$ cat src/rtl/otp_dec_counter.sv
module otp_dec_counter #(
  parameter int WIDTH = 17
) (
  input  logic             clk,
  input  logic             rst_n,
  input  logic             ld_stb,
  input  logic [WIDTH-1:0] ld_data,
  input  logic             dec_stb,
  output logic [WIDTH-1:0] count,
  output logic             programmed,
  output logic             status_vld,
  output logic [1:0]       status
);

  localparam logic [WIDTH-1:0] FULL = '1;
  localparam logic [WIDTH-1:0] ONE  = {{(WIDTH-1){1'b0}}, 1'b1};
  localparam logic [1:0] ST_OK     = 2'b00;
  localparam logic [1:0] ST_LOCKED = 2'b01;
  localparam logic [1:0] ST_ZERO   = 2'b10;
  localparam logic [1:0] ST_UNPROG = 2'b11;

  logic [WIDTH-1:0] cnt_q;
  logic             prog_q;
  logic             vld_q;
  logic [1:0]       st_q;
  logic [1:0]       st_d;

  wire at_zero = (cnt_q == '0);
  wire any_cmd = ld_stb | dec_stb;
  wire load_ok = ld_stb & ~prog_q;
  wire dec_ok  = dec_stb & ~ld_stb & prog_q & ~at_zero;

  always_comb begin
    if (ld_stb)       st_d = prog_q ? ST_LOCKED : ST_OK;
    else if (!prog_q) st_d = ST_UNPROG;
    else if (at_zero) st_d = ST_ZERO;
    else              st_d = ST_OK;
  end

  always_ff @(posedge clk) begin
    if (!rst_n) begin
      cnt_q  <= FULL;
      prog_q <= 1'b0;
      vld_q  <= 1'b0;
      st_q   <= ST_OK;
    end else begin
      vld_q <= any_cmd;
      st_q  <= any_cmd ? st_d : ST_OK;
      if (load_ok) begin
        cnt_q  <= ld_data;
        prog_q <= 1'b1;
      end else if (dec_ok) begin
        cnt_q <= cnt_q - ONE;
      end
    end
  end

  assign count      = cnt_q;
  assign programmed = prog_q;
  assign status_vld = vld_q;
  assign status     = st_q;

  a_r2_first_load: assert property (@(posedge clk) disable iff (!rst_n)
    ld_stb && !programmed |=> programmed && count == $past(ld_data) && status == ST_OK);

  a_r3_relock: assert property (@(posedge clk) disable iff (!rst_n)
    ld_stb && programmed |=> $stable(count) && status == ST_LOCKED);

  a_r4_dec_by_one: assert property (@(posedge clk) disable iff (!rst_n)
    dec_stb && !ld_stb && programmed && count != '0 |=> count == $past(count) - ONE && status == ST_OK);

  a_r5_saturate: assert property (@(posedge clk) disable iff (!rst_n)
    dec_stb && !ld_stb && programmed && count == '0 |=> count == '0 && status == ST_ZERO);

  a_r6_unprog_dec: assert property (@(posedge clk) disable iff (!rst_n)
    dec_stb && !ld_stb && !programmed |=> $stable(count) && !programmed && status == ST_UNPROG);

  a_r8_vld_set: assert property (@(posedge clk) disable iff (!rst_n)
    (ld_stb || dec_stb) |=> status_vld);

  a_r8_vld_clr: assert property (@(posedge clk) disable iff (!rst_n)
    !(ld_stb || dec_stb) |=> !status_vld);

  a_r9_sticky: assert property (@(posedge clk) disable iff (!rst_n)
    programmed |=> programmed);

  a_r10_idle_hold: assert property (@(posedge clk) disable iff (!rst_n)
    !ld_stb && !dec_stb |=> $stable(count));

endmodule

$ cat config.mk
export PLATFORM = sky130hd
export DESIGN_NAME = otp_dec_counter
export DESIGN_NICKNAME = d
export VERILOG_FILES = /design/src/rtl/otp_dec_counter.sv
export SDC_FILE = /design/constraint.sdc
export NUM_CORES = 1
export LEC_CHECK = 0
export ABC_AREA = 1
export BUFFER_PORTS_ARGS = -buffer_cell sky130_fd_sc_hd__buf_2
export CORE_ASPECT_RATIO = 0.5
export CORE_MARGIN = 1
export CORE_UTILIZATION = 50
export DETAILED_ROUTE_END_ITERATION = 12
export PLACE_DENSITY = 0.79
export SYNTH_ARGS = -nofsm -noshare
export SYNTH_HDL_FRONTEND = slang
export SYNTH_SLANG_ARGS = --single-unit
$ cat constraint.sdc
create_clock -name clk -period 1.48 [get_ports clk]
set_input_delay 0.148 -clock clk [delete_from_list [all_inputs] [get_ports clk]]
set_output_delay 0.148 -clock clk [all_outputs]
set_load 0.02 [all_outputs]
==> results of run 1 <==
worst max-delay path, stage by stage (launching register included):
cell and delay, ns:
dfxtp_2 0.33, inv_2 0.08, ha_4 0.14, nand2_2 0.07
nor2_4 0.16, nand3_4 0.14, nand2_8 0.13, nand2_4 0.08
inv_2 0.08, nand2_1 0.05, nand3_1 0.07
stage by stage:
step	setup WS (ns)	power, mW	hold WS (ns)	setup TNS [ns]
after floorplan	0.02585	0.9433	0.2265	0
after global placement	0.02007	1.108	0.3739	0
after detailed placement	-0.02141	1.123	0.3832	-0.04516
after CTS	0.001205	1.527	0.09849	0
after global routing	-0.01321	1.610	0.1043	-0.01321
final	0.07351	1.541	0.09460	0
repair_timing:
| action | 4_1_cts | 5_1_grt |
|---|---|---|
| setup buffers | 5 | 1 |
| hold endpoints to repair | 0 | 0 |
| setup endpoints to repair | 7 | 18 |
| gates resized for setup | 1 | 9 |
| cloned | 2 | 0 |
| pin swaps | 4 | 5 |
placed cells by master, fill, tap and decap left out, types with 2 or more instances in the layout:
cell,count
nand2_1,48
buf_2,41
nand3_1,34
buf_4,23
nor2_1,19
dfxtp_1,18
inv_1,14
a21oi_1,13
nor2_2,6
xor2_1,5
o21ai_0,4
xnor2_1,4
inv_2,3
nor2_4,3
clkbuf_8,3
dfxtp_2,3
nand2_4,2
nand3b_1,2
cell type report:
cell class              instances  area, um2
multi-input cells             152      827.0
fillers                       201      539.3
clock inverters                 1      5.005
inverters                      17      63.81
flip-flops and latches         21      424.2
repair buffers                 65      397.9
clock buffers                   3      41.29
well taps                      35      43.79
metal layers:
metal | wire [um] | global-route usage, % | part of all wire (%) | vias to the layer above
li1 | - | - | - | 763
met1 | 1731 | 38.25 | 45 | 718
met2 | 1737 | 50.00 | 45 | 73
met3 | 381 | 6.842 | 9.8 | 4
met4 | 29 | 5.189 | 0.75 | 0
met5 | 0 | 0 | 0 | -
Yosys cell counts, types with 2 or more instances:
cell type   n  area [um2]
o21ai_0     4       20.02
a21oi_1    13       65.06
buf_2       3       15.01
ha_1        2       25.02
dfxtp_1    21       420.4
xor2_1      5       43.79
nor2_4      3       33.78
nor2_1     24       90.09
nand2_1    49       183.9
xnor2_1     4       35.03
nand3_1    34       170.2
clkbuf_1    2       7.510
nand3b_1    2       15.01
inv_1      16       60.06
flip-flops by register name, indices dropped and copies added (netlist names):
register    cells
count          17
status_vld      1
programmed      1
status          2
cells by family (layout without fill, tap and decap cells):
kind of cell	Yosys count	after routing	share of synthesized area [%]
adder cells (fa/ha/maj)	2	2	1.912
flip-flops	21	21	32.12
AO/OA/AOI/OAI	19	19	7.553
AND/OR/NAND/NOR	120	122	44.26
XOR/XNOR	9	9	6.023
buffers and inverters	23	86	8.126
worst paths after layout:
path         slack (ns)       start  depth (start not counted)   endpoint
max                0.07    count[0]                         10   count[2]
min                0.09  ld_data[7]                          3   count[7]
max reg2reg        0.07    count[0]                         10   count[2]
min reg2reg        0.46  programmed                          1  status[1]
power by group through the flow:
stage,combinational [mW],sequential [mW],clock [mW]
floorplan,0.190,0.753,0
global placement,0.433,0.676,0
detailed placement,0.445,0.678,0
CTS,0.457,0.665,0.405
global route,0.513,0.678,0.420
finish,0.468,0.670,0.403
==> run_results.csv, run 1 <==
group,metric,value,unit
min_path,min_path_type,"in -> reg",
routing,first_iter_violations,104,
setup_path,worstPathArrival,1.62,ns
floorplan,chipHeight,38.18,um
timing,setup_viol,0,
routing,via_per_inst,5.299,
clock_network,cts_tree,"built",
pwr,peakVddDrop,0.4537,mV
pwr,power_frac_seq,43.5,%
synth,syn_inst,194,
finish,utilization,76.98,%
clock_network,clkSinkCount,21,
setup_path,crit_type,"reg -> reg",
routing,totalWireLength,3879,um
finish,syn2layout_area_growth,37.76,%
timing,tightest_slew,0.4518,ns
synth,yosysSeqAreaShare,32.12,%
finish,nets,283,
finish,final_cell_area,1803,um2
synth,async_flop_share,0,%
clock_network,cts_hold_buffers,0,
global_routing,gr-usage-all-layers,29.17,%
pwr,internal-power,1.003,mW
pwr,p_sw_share,34.92,%
synth,yosys_register_bits,21,
global_routing,grt_pass1_wl,5954,um
synth,ys.flop_type,"dfxtp_1",
global_routing,grt_pass1_vias,1343,
place,dp.cells,282,
floorplan,core.rowCount,12,
timing,clock_skew,0.007858,ns
finish,drive_above_1_share,35.91,%
synth,synth_cell_types,26,
floorplan,initial_utilization,55.88,%
floorplan,die_w,74.36,um
synth,synth_edf_count,0,
timing,fin_crit,1.406,ns
routing,vias,1558,
floorplan,core_area,2342,um2
setup_path,cp.required,1.69,ns
place,place_congestion,0.8620,
place,dpl-instance-area,1667,um2
pwr,leakagePower,0.8338,nW
synth,syn_area,1309,um2
synth,syn_area_per_cell,6.746,um2
routing,firstDrtPassIters,4,
place,port_buffers,41,
synth,synth_warnings,0,
clock_network,htreeDepth,1,
run,maxCapViolCount,0,
clock_network,numCtsBuffers,3,
global_routing,overflow,0,
clock_network,clockBufferDepth,2,
clock_network,worst_skew_pair.late_latency,0.28,ns
pwr,power.density,854.6,nW/um2
timing,max_slew_margin,69.85,%
pwr,p_comb_share,30.4,%
synth,synth.net_count,217,
clock_network,cts.clk_slew.worst_paths,0.09,ns
routing,wl_per_cell,13.19,um
pwr,p_clk_share,26.1,%
pwr,p_sw,0.5380,mW
global_routing,grt_max_degree,23,
timing,hold_violations,0,
floorplan,ioPinCount,42,
finish,insertedDiodeCount,0,
setup_path,startpoint_type,"flop",
timing,fmax,711.0,MHz
routing,drc,0,
clock_network,root_buffer,"clkbuf_8",
setup_path,crit_fanout,8,
floorplan,die_area,2839,um2
finish,fin_cells,294,
global_routing,antenna_found_initial,0,
timing,drv_slew,0,
place,place_hpwl,2704,um
setup_path,end_kind,"flop",
status,status,"finished, final reports clean",
timing,finalCritPeriodShare,95.03,%
routing,ant_nets,0,
(Power assumes the default switching activity.)
==> run 2: changes to the inputs <==
--- a/config.mk
+++ b/config.mk
@@ -5,13 +5,13 @@
 export SDC_FILE = /design/constraint.sdc
 export NUM_CORES = 1
 export LEC_CHECK = 0
-export ABC_AREA = 1
 export BUFFER_PORTS_ARGS = -buffer_cell sky130_fd_sc_hd__buf_2
 export CORE_ASPECT_RATIO = 0.5
 export CORE_MARGIN = 1
-export CORE_UTILIZATION = 50
+export CORE_UTILIZATION = 51
 export DETAILED_ROUTE_END_ITERATION = 12
 export PLACE_DENSITY = 0.79
+export RECOVER_POWER = 50
 export SYNTH_ARGS = -nofsm -noshare
 export SYNTH_HDL_FRONTEND = slang
 export SYNTH_SLANG_ARGS = --single-unit
==> run_results.csv, run 2 <==
group,metric,value,unit
routing,drc,0,
synth,yosys.area.top_type_share,29.71,%
setup_path,reg2regPathDepth,5,
clock_network,clkSinkCount,21,
finish,drive_above_1_share,47.25,%
timing,rsz0062_at_grt,"true",
floorplan,initial_utilization,54.04,%
setup_path,crit_type,"reg -> reg",
place,dp.cells,298,
finish,final_common_cell,"buf_4",
synth,syn_area_per_cell,7.818,um2
routing,ant_nets,0,
timing,hold_violations,0,
global_routing,grt_pass1_wl,9708,um
status,violations,"setup timing",
setup_path,reg2reg_from,"count[3]",
place,place_congestion,0.9389,
status,status,"finished with violations",
place,dpl-instance-area,2054,um2
setup_path,startpoint_type,"flop",
synth,yosysSeqAreaShare,29.71,%
pwr,p_comb_share,30.4,%
finish,syn2layout_area_growth,61.89,%
synth,synth_top_cell_by_area,"dfxtp_1",
clock_network,clockBufferDepth,2,
synth,synth_edf_count,0,
synth,syn_area,1415,um2
timing,finalCritPeriodShare,143.4,%
synth,synth_top_family_by_area,"simple AND/OR/NAND/NOR gates",
floorplan,core_area,2619,um2
timing,setup_viol,18,
synth,async_flop_share,0,%
finish,utilization,87.48,%
synth,synth_warnings,0,
clock_network,numCtsBuffers,3,
clock_network,root_buffer,"clkbuf_8",
pwr,p_clk_share,27.4,%
clock_network,cts.clk_slew.worst_paths,0.09,ns
clock_network,cts_tree,"built",
global_routing,grt_pass1_vias,1946,
finish,final_cell_area,2291,um2
pwr,internal-power,0.9770,mW
synth,synth_area_leaders,"dfxtp_1, nor3_1, a311oi_1",
routing,wl_per_cell,23.47,um
global_routing,overflow,0,
timing,drv_slew,0,
min_path,worstHoldStart,"ld_data[16]",
floorplan,die_w,76.50,um
finish,multi_input_area,1039,um2
synth,synth_cell_types,41,
timing,setup_ws,-0.6423,ns
clock_network,htreeDepth,1,
min_path,hold_depth,3,
min_path,min_path_type,"in -> reg",
floorplan,chipHeight,39.25,um
pwr,power.density,659.8,nW/um2
synth,synthAdderAreaFrac,1.768,%
finish,nets,297,
synth,synthMuxAreaShare,0,%
routing,first_iter_violations,421,
place,port_buffers,41,
setup_path,worstPathArrival,2.28,ns
timing,max_slew_margin,55.71,%
pwr,p_sw,0.5346,mW
timing,finalSetupTns,-9.041,ns
setup_path,crit_fanout,5,
routing,vias,2271,
timing,clock_skew,0.002504,ns
synth,yosys_register_bits,21,
clock_network,worst_skew_pair.late_latency,0.27,ns
pwr,peakVddDrop,0.5369,mV
pwr,power_frac_seq,42.2,%
finish,fin_cells,310,
pwr,leakagePower,0.9376,nW
finish,fillers,130,
timing,fin_crit,2.122,ns
run,maxCapViolCount,0,
finish,seq_area,430.4,um2
setup_path,cp.required,1.63,ns
finish,largest_register_ffs,17,
timing,tightest_slew,0.6643,ns
synth,synth.net_count,204,
synth,ys_top_cells_by_count,"nor3_1, dfxtp_1, nor2_1, clkbuf_1, a311oi_1",
global_routing,grt_max_degree,18,
place,dp_slack,-0.6061,ns
setup_path,end_kind,"flop",
pwr,p_sw_share,35.37,%
timing,fmax,471.2,MHz
finish,insertedDiodeCount,0,
finish,layout_common_cells,"buf_4, buf_2, nor3_1",
synth,ys.flop_type,"dfxtp_1",
floorplan,core.rowCount,13,
routing,firstDrtPassIters,6,
synth,synth_xor_area_share,0,%
routing,via_per_inst,7.326,
routing,totalWireLength,7276,um
synth,synth.most_common_cell,"nor3_1",
floorplan,ioPinCount,42,
place,place_hpwl,3902,um
synth,syn_inst,181,
synth,synth_compound_area_share,29.18,%
setup_path,startpoint,"count[3]",
synth,synthSimpleGateAreaFrac,31.39,%
floorplan,die_area,3002,um2
global_routing,antenna_found_initial,1,
global_routing,gr-usage-all-layers,44.10,%
[run 2: final timing paths]
path / end / slack, ns
max: count[3] / -0.64
min: count[16] / 0.12
max reg2reg: count[3] / -0.64
min reg2reg: programmed / 0.63
[run 2: kinds of logic after synthesis]
family | count (synthesis)
buf+inv | 26
compound gates | 49
flops | 21
simple gates | 83
fa+ha+maj | 2
[run 2: metrics by stage]
step	power, mW	hold slack [ns]
6_report	1.512	0.1219
3_5_place_dp	1.045	0.3880
3_3_place_gp	1.027	0.3776
4_1_cts	1.449	0.1109
5_1_grt	1.539	0.1280
2_1_floorplan	0.8408	0.2892
[run 2: cell type report]
cell class,count,area share (%)
multi-input cells,134,45.33
repair buffers,108,30.86
flip-flops and latches,21,18.79
well taps,37,2.021
clock buffers,3,1.802
inverters,6,0.9831
clock inverters,1,0.2185
[run 2: metal layers]
layer / GRT usage, % / wire, um / part of all wire [%]
met5: 0 / 0 / 0
met4: 29.81 / 613 / 8.4
met3: 16.94 / 1162 / 16
met2: 74.32 / 3021 / 42
met1: 48.68 / 2478 / 34
[run 2: timing repair]
item,in CTS,in global routing
pin swaps,13,6
resized for setup,19,11
endpoints found under the setup margin,18,18
endpoints found under the hold margin,0,0
cloned,0,0
buffers inserted,5,3
hold buffers,0,0
[run 2: critical path, cell delays in order, from the launching register on]
cell	delay [ns]
dfxtp_4	0.35
or4_4	0.54
or3_4	0.40
buf_4	0.16
o2111a_1	0.26
a311oi_2	0.29
[run 2: power by group through the flow]
stage | clock (mW) | sequential, mW | combinational, mW
2_1_floorplan | 0 | 0.708 | 0.133
3_3_place_gp | 0 | 0.640 | 0.387
3_5_place_dp | 0 | 0.643 | 0.402
4_1_cts | 0.401 | 0.631 | 0.417
5_1_grt | 0.426 | 0.639 | 0.475
6_report | 0.414 | 0.637 | 0.460
